File: config.mk
export PLATFORM = sky130hd
export DESIGN_NAME = stereo_route_atten
export DESIGN_NICKNAME = d
export VERILOG_FILES = /design/src/rtl/stereo_route_pkg.sv /design/src/rtl/route_sel.sv /design/src/rtl/att_gain.sv /design/src/rtl/stereo_route_atten.sv
export SDC_FILE = /design/constraint.sdc
export NUM_CORES = 1
export LEC_CHECK = 0
export BUFFER_PORTS_ARGS = -buffer_cell sky130_fd_sc_hd__buf_2
export CAP_MARGIN = 20
export CORE_MARGIN = 2
export CORE_UTILIZATION = 70
export DETAILED_ROUTE_END_ITERATION = 10
export PLACE_DENSITY = 0.9
export SLEW_MARGIN = 20
export SYNTH_ARGS = -nofsm -noshare
export SYNTH_HDL_FRONTEND = slang
export SYNTH_HIERARCHICAL = 1
export SYNTH_SLANG_ARGS = --single-unit
File: constraint.sdc
create_clock -name clk_i -period 2.1 [get_ports clk_i]
set_clock_uncertainty 0.1 [all_clocks]
set_input_delay 0.315 -clock clk_i [delete_from_list [all_inputs] [get_ports clk_i]]
set_output_delay 0.315 -clock clk_i [all_outputs]
set_load 0.02 [all_outputs]
File: src/rtl/stereo_route_pkg.sv
package stereo_route_pkg;
  typedef enum logic [1:0] {
    SRC_MUTE  = 2'b00,
    SRC_LEFT  = 2'b01,
    SRC_RIGHT = 2'b10,
    SRC_AVG   = 2'b11
  } src_sel_e;

  localparam logic [3:0] ROUTE_STRAIGHT = 4'b1001;
  localparam int unsigned N_CH = 2;
endpackage

File: src/rtl/route_sel.sv
module route_sel #(
  parameter int unsigned DATA_W = 24
) (
  input  logic [1:0]        sel_i,
  input  logic [DATA_W-1:0] left_i,
  input  logic [DATA_W-1:0] right_i,
  output logic [DATA_W-1:0] data_o
);
  import stereo_route_pkg::*;

  src_sel_e          sel;
  logic [DATA_W:0]   sum;

  assign sel = src_sel_e'(sel_i);
  // one guard bit, then floor divide by two
  assign sum = {left_i[DATA_W-1], left_i} + {right_i[DATA_W-1], right_i};

  always_comb begin
    unique case (sel)
      SRC_MUTE:  data_o = '0;
      SRC_LEFT:  data_o = left_i;
      SRC_RIGHT: data_o = right_i;
      SRC_AVG:   data_o = sum[DATA_W:1];
      default:   data_o = '0;
    endcase
  end
endmodule

File: src/rtl/att_gain.sv
module att_gain #(
  parameter int unsigned DATA_W = 24,
  parameter int unsigned ATT_W  = 8
) (
  input  logic [DATA_W-1:0] data_i,
  input  logic [ATT_W-1:0]  att_i,
  output logic [DATA_W-1:0] data_o
);
  localparam int unsigned PROD_W = DATA_W + ATT_W + 1;

  logic signed [PROD_W-1:0] data_ext;
  logic signed [PROD_W-1:0] att_ext;
  logic signed [PROD_W-1:0] prod;
  logic signed [PROD_W-1:0] scaled;

  assign data_ext = {{(ATT_W+1){data_i[DATA_W-1]}}, data_i};
  assign att_ext  = {{(DATA_W+1){1'b0}}, att_i};
  assign prod     = data_ext * att_ext;
  assign scaled   = prod >>> ATT_W;

  // all-ones code is exact unity
  assign data_o = (att_i == '1) ? data_i : scaled[DATA_W-1:0];
endmodule

File: src/rtl/stereo_route_atten.sv
module stereo_route_atten #(
  parameter int unsigned DATA_W = 24,
  parameter int unsigned ATT_W  = 8
) (
  input  logic              clk_i,
  input  logic              rst_ni,
  input  logic              sample_valid_i,
  input  logic [DATA_W-1:0] left_i,
  input  logic [DATA_W-1:0] right_i,
  input  logic [3:0]        route_i,
  input  logic              gang_att_i,
  input  logic [ATT_W-1:0]  att_left_i,
  input  logic [ATT_W-1:0]  att_right_i,
  output logic [DATA_W-1:0] left_o,
  output logic [DATA_W-1:0] right_o,
  output logic              valid_o
);
  import stereo_route_pkg::*;

  logic [N_CH-1:0][DATA_W-1:0] routed;
  logic [N_CH-1:0][DATA_W-1:0] scaled;
  logic [N_CH-1:0][DATA_W-1:0] out_q;
  logic [N_CH-1:0][ATT_W-1:0]  att_sel;
  logic                        valid_q;

  for (genvar ch = 0; ch < N_CH; ch++) begin : g_ch
    if (ch == 0) begin : g_left
      assign att_sel[ch] = att_left_i;
    end else begin : g_right
      assign att_sel[ch] = gang_att_i ? att_left_i : att_right_i;
    end

    route_sel #(.DATA_W(DATA_W)) u_route (
      .sel_i   (route_i[2*ch +: 2]),
      .left_i  (left_i),
      .right_i (right_i),
      .data_o  (routed[ch])
    );

    att_gain #(.DATA_W(DATA_W), .ATT_W(ATT_W)) u_gain (
      .data_i (routed[ch]),
      .att_i  (att_sel[ch]),
      .data_o (scaled[ch])
    );

    always_ff @(posedge clk_i or negedge rst_ni) begin
      if (!rst_ni)             out_q[ch] <= '0;
      else if (sample_valid_i) out_q[ch] <= scaled[ch];
    end
  end

  always_ff @(posedge clk_i or negedge rst_ni) begin
    if (!rst_ni) valid_q <= 1'b0;
    else         valid_q <= sample_valid_i;
  end

  assign left_o  = out_q[0];
  assign right_o = out_q[1];
  assign valid_o = valid_q;
endmodule

==> results.yml, run 1 <==
outcome:
  outcome: "did not finish"
  lastStage: "4_1_cts"
  first-error: "[ERROR DPL-0038] Utilization greater than 100%, impossible to legalize"
clock_network:
  cts_buffer_depth: 2
  cts.sinks: 49
  ctsHoldBuffers: 0
  cts-resized-gates: 385
  numCtsBuffers: 5
  cts_setup_buffers: 80
  clockRootBuffer: "clkbuf_16"
  h-tree-depth: 2
placement:
  gp_congestion: 1.012
  place_ws_ps: -5209
  hpwl_um: 63440
  dpl_cell_area_um2: 24840
  io_buffer_count: 120
  dp_cells: 3160
yosys:
  ys.flop_type: "dfrtp_1"
  syn_nets: 2837
  synth_top_area_share_pct: 30.97
  synth-seq-cells: 49
  synth_cells: 2305
  synth.cell_area_um2: 19130
  yosysSeqAreaShare_pct: 6.409
  synth_cell_types: 79
  yosys_warnings: 6
  synth_area_leaders: "fa_1 31%, ha_1 11%, inv_1 8.0%"
  synth-edff-count: 0
  avgSynthCellArea_um2: 8.300
  post-synth-top-area-cell: "fa_1"
  async_flop_share_pct: 100.0
die:
  initial_core_util_pct: 71.18
  die_w_um: 169.3
  die_h_um: 169.3
  ios: 121
  num_rows: 60
==> logic make-up after synthesis <==
family / share of synthesized area, %
compound gates: 14.02
xor+xnor: 3.623
fa+ha+maj: 41.70
buf+inv: 10.44
flops: 6.409
mux: 4.820
simple gates: 18.99
==> cells in the mapped netlist (5+ instances only) <==
| cell type | number |
|---|---|
| a41oi_1 | 7 |
| nor2_1 | 55 |
| mux2i_1 | 7 |
| mux2_2 | 49 |
| nor3_1 | 23 |
| nand2_1 | 295 |
| and3_1 | 14 |
| and2_2 | 7 |
| o22ai_1 | 7 |
| a22o_1 | 14 |
| o31ai_1 | 12 |
| or4_1 | 6 |
| mux2_4 | 20 |
| o211ai_1 | 8 |
| nor2b_1 | 11 |
| nor2_2 | 8 |
| xnor2_1 | 47 |
| clkbuf_2 | 5 |
| nand2b_1 | 12 |
| or3_1 | 9 |
| xor2_1 | 27 |
| buf_6 | 5 |
| o211a_1 | 5 |
| nand3_1 | 38 |
| a21oi_1 | 107 |
| buf_2 | 8 |
| a21o_1 | 37 |
| a221o_1 | 6 |
| dfrtp_1 | 49 |
| o21ai_1 | 22 |
| inv_1 | 408 |
| clkbuf_1 | 83 |
| a31oi_1 | 12 |
| o21bai_1 | 11 |
| nand4_1 | 22 |
| o21a_1 | 11 |
| a22oi_1 | 28 |
| fa_1 | 296 |
| ha_1 | 164 |
| and2_1 | 190 |
| o21ai_0 | 74 |
| a211oi_1 | 11 |
==> stage by stage <==
step           util, %  setup TNS (ps)
2_1_floorplan        -         -177500
3_3_place_gp     92.43         -205040
3_5_place_dp     92.43         -223950
==> run 2: changes to the inputs <==
Settings changed: CORE_UTILIZATION 70 to 40, PLACE_DENSITY 0.9 to not set, PLACE_DENSITY_LB_ADDON set to 0.15.
==> run 2 against run 1 <==
Against the previous run: the flow now finishes, with violations (hold timing, setup timing); synthesized cell count unchanged; area after synthesis did not move.
==> results.yml, run 2 <==
clock_network:
  insertion_delay_ps: 320
  numCtsBuffers: 5
  clockRootBuffer: "clkbuf_16"
  cts.sinks: 49
  clk_pin_slew_ps: 80
  cts_tree: "yes"
  h-tree-depth: 2
  cts_buffer_depth: 2
  ctsHoldBuffers: 0
power:
  combPwrFrac_pct: 93.9
  p_int_mw: 23.88
  vdd_ir_drop_max_mv: 1.165
  switchingPower_mw: 20.96
  power.density_nw_per_um2: 1575
  sw_frac_of_total_pct: 46.74
  p_leak_nw: 13.97
  clockPowerShare_pct: 2.1
  p_seq_share_pct: 4.0
die:
  initial_core_util_pct: 40.32
  num_rows: 80
  die_w_um: 222.7
  ios: 121
  die_area_um2: 49590
  coreArea_um2: 47450
  die_h_um: 222.7
detailed_routing:
  wl_um: 62340
  wl_met3_um: 2190
  drt_iter0_markers: 825
  wl_per_cell_um: 17.50
  first_pass_iters: 5
  ant_nets: 0
  dr_wl_met2_um: 30400
  dr.max_layer_used: "met4"
  num_vias: 18289
  post-route-drc-count: 0
  m1WireLength_um: 28470
  vias_per_cell: 5.134
yosys:
  yosysSeqAreaShare_pct: 6.409
  ys.flop_type: "dfrtp_1"
  synth.most_common_cell: "inv_1"
  synth_top_area_share_pct: 30.97
  syn_nets: 2837
  avgSynthCellArea_um2: 8.300
  synth.cell_area_um2: 19130
  synth_area_leaders: "fa_1 31%, ha_1 11%, inv_1 8.0%"
  synth-seq-cells: 49
  yosys-top-cells-count: "408 x inv_1, 296 x fa_1, 295 x nand2_1, 190 x and2_1, 164 x ha_1"
  async_flop_share_pct: 100.0
  synth_cells: 2305
  synth_cell_types: 79
  yosys_warnings: 6
  synth-edff-count: 0
  post-synth-top-area-cell: "fa_1"
sta:
  finalCriticalPeriod_ps: 6340
  setup_ws_ps: -4240
  hold_ws_ps: -12.11
  rsz0062_at_grt: "yes"
  hold_viol_final: 10
  worstMarginPinSlew_ps: 731.5
  slew_violations: 0
  slew_headroom_pct: 51.24
  setup_violations: 48
  fin_crit_sh_pct: 301.9
  max_clock_freq_mhz: 157.7
setup_path:
  crit_buf_inv: 8
  cp_data_required_time_ps: 2230
  cp.arrival_ps: 6470
  crit_path_frequent_cell: "fa_1"
  cpPeakStageDelay_ps: 520
  path_class: "in -> reg"
  critPathTopFamily: "adder cells"
  cp_max_fo: 5
  start_kind: "primary input"
  end_kind: "flip-flop"
  critPathSlowestCell: "fa_1"
finish:
  n_fill_cell: 4162
  seq_area_um2: 1226
  drive_gt1_share_pct: 44.60
  final_cell_mix: "524 x buf_4, 360 x inv_1, 280 x fa_1"
  fin_area_um2: 28470
  final_common_cell: "buf_4"
  nNetsFinal: 3477
  fin_cells: 3562
  multi_input_area_um2: 18920
  area_delta_synth_final_pct: 48.84
  fin_util_pct: 60.02
outcome:
  violations: "hold timing, setup timing"
  outcome: "finished with violations"
placement:
  io_buffer_count: 120
  place_ws_ps: -4758
  dpl_cell_area_um2: 25400
  hpwl_um: 51490
  gp_congestion: 0.8844
  dp_cells: 3451
grt:
  grt_usage_pct: 25.23
  grt_pass1_wl_um: 100100
  grt_max_degree: 50
  antenna_found_initial: 1
  grt_overflow: 0
  first_global_vias: 19359
job:
  max_cap_viol_count: 0
hold_path:
  hold_path.class: "in -> async"
-- run 2: cell counts after synthesis --
No cell type changed its count.
-- run 2: through the flow --
stage	total power [mW]	TNS [ps]
after floorplan	24.72	-177500
after global placement	35.05	-208580
after detailed placement	35.63	-211300
after CTS	40.77	-186590
after global routing	48.87	-199440
final	44.84	-188670
-- run 2: kinds of logic (layout without fill, tap and decap cells) --
family	count (synthesis)	after routing	synth area share [%]
DFF	49	49	6.409
other	0	1	0
AOI/OAI and AO/OA	410	410	14.02
xor gates and xnor gates	76	76	3.623
muxes	76	76	4.820
buffers and inverters	515	1156	10.44
adders and majority gates	460	460	41.70
and+or+nand+nor	719	719	18.99
-- run 2: power groups by stage --
stage / Clock (mW) / Combinational, mW / Sequential (mW)
6_report: 0.938 / 42.1 / 1.80
3_3_place_gp: 0 / 33.3 / 1.80
3_5_place_dp: 0 / 33.8 / 1.81
4_1_cts: 0.974 / 38.0 / 1.80
5_1_grt: 0.998 / 46.0 / 1.86
2_1_floorplan: 0 / 22.3 / 2.38
-- run 2: area by class of cell --
type                            instances  area share, %
Tap cell                              615          2.702
Antenna cell                            1       0.008788
Clock inverter                          3        0.08788
Multi-Input combinational cell       1741          66.45
Clock buffer                            5         0.4394
Inverter                              408          5.378
Sequential cell                        49          4.306
Timing Repair Buffer                  740          20.63
-- run 2: final timing paths --
| kind | from | end | slack (ps) | cells after the start |
|---|---|---|---|---|
| worst max-delay path | left_i[4] | left_o[22]$_DFFE_PN0P_ | -4240 | 29 |
| worst min register to register | right_o[9]$_DFFE_PN0P_ | right_o[9]$_DFFE_PN0P_ | 400 | 1 |
| worst max register to register | right_o[23]$_DFFE_PN0P_ | right_o[23]$_DFFE_PN0P_ | 1190 | 1 |
| min in group clk_i | sample_valid_i | valid_o$_DFF_PN0_ | 290 | 2 |
| worst min-delay path | rst_ni | left_o[4]$_DFFE_PN0P_ | -10 | 2 |
| max in group asynchronous | rst_ni | right_o[19]$_DFFE_PN0P_ | 1390 | 2 |
-- run 2: timing repair --
| item | 4_1_cts | 5_1_grt |
|---|---|---|
| buffers inserted | 54 | 57 |
| pin swaps | 178 | 278 |
| resized for setup | 268 | 230 |
| endpoints found under the setup margin | 48 | 48 |
-- run 2: routing by layer --
layer	up-vias	GRT usage (%)
met3	61	2.565
met1	9145	33.80
met5	-	0
li1	8761	-
met4	0	6.387
met2	322	43.62
Note: power is estimated with default switching activity, not from simulation.
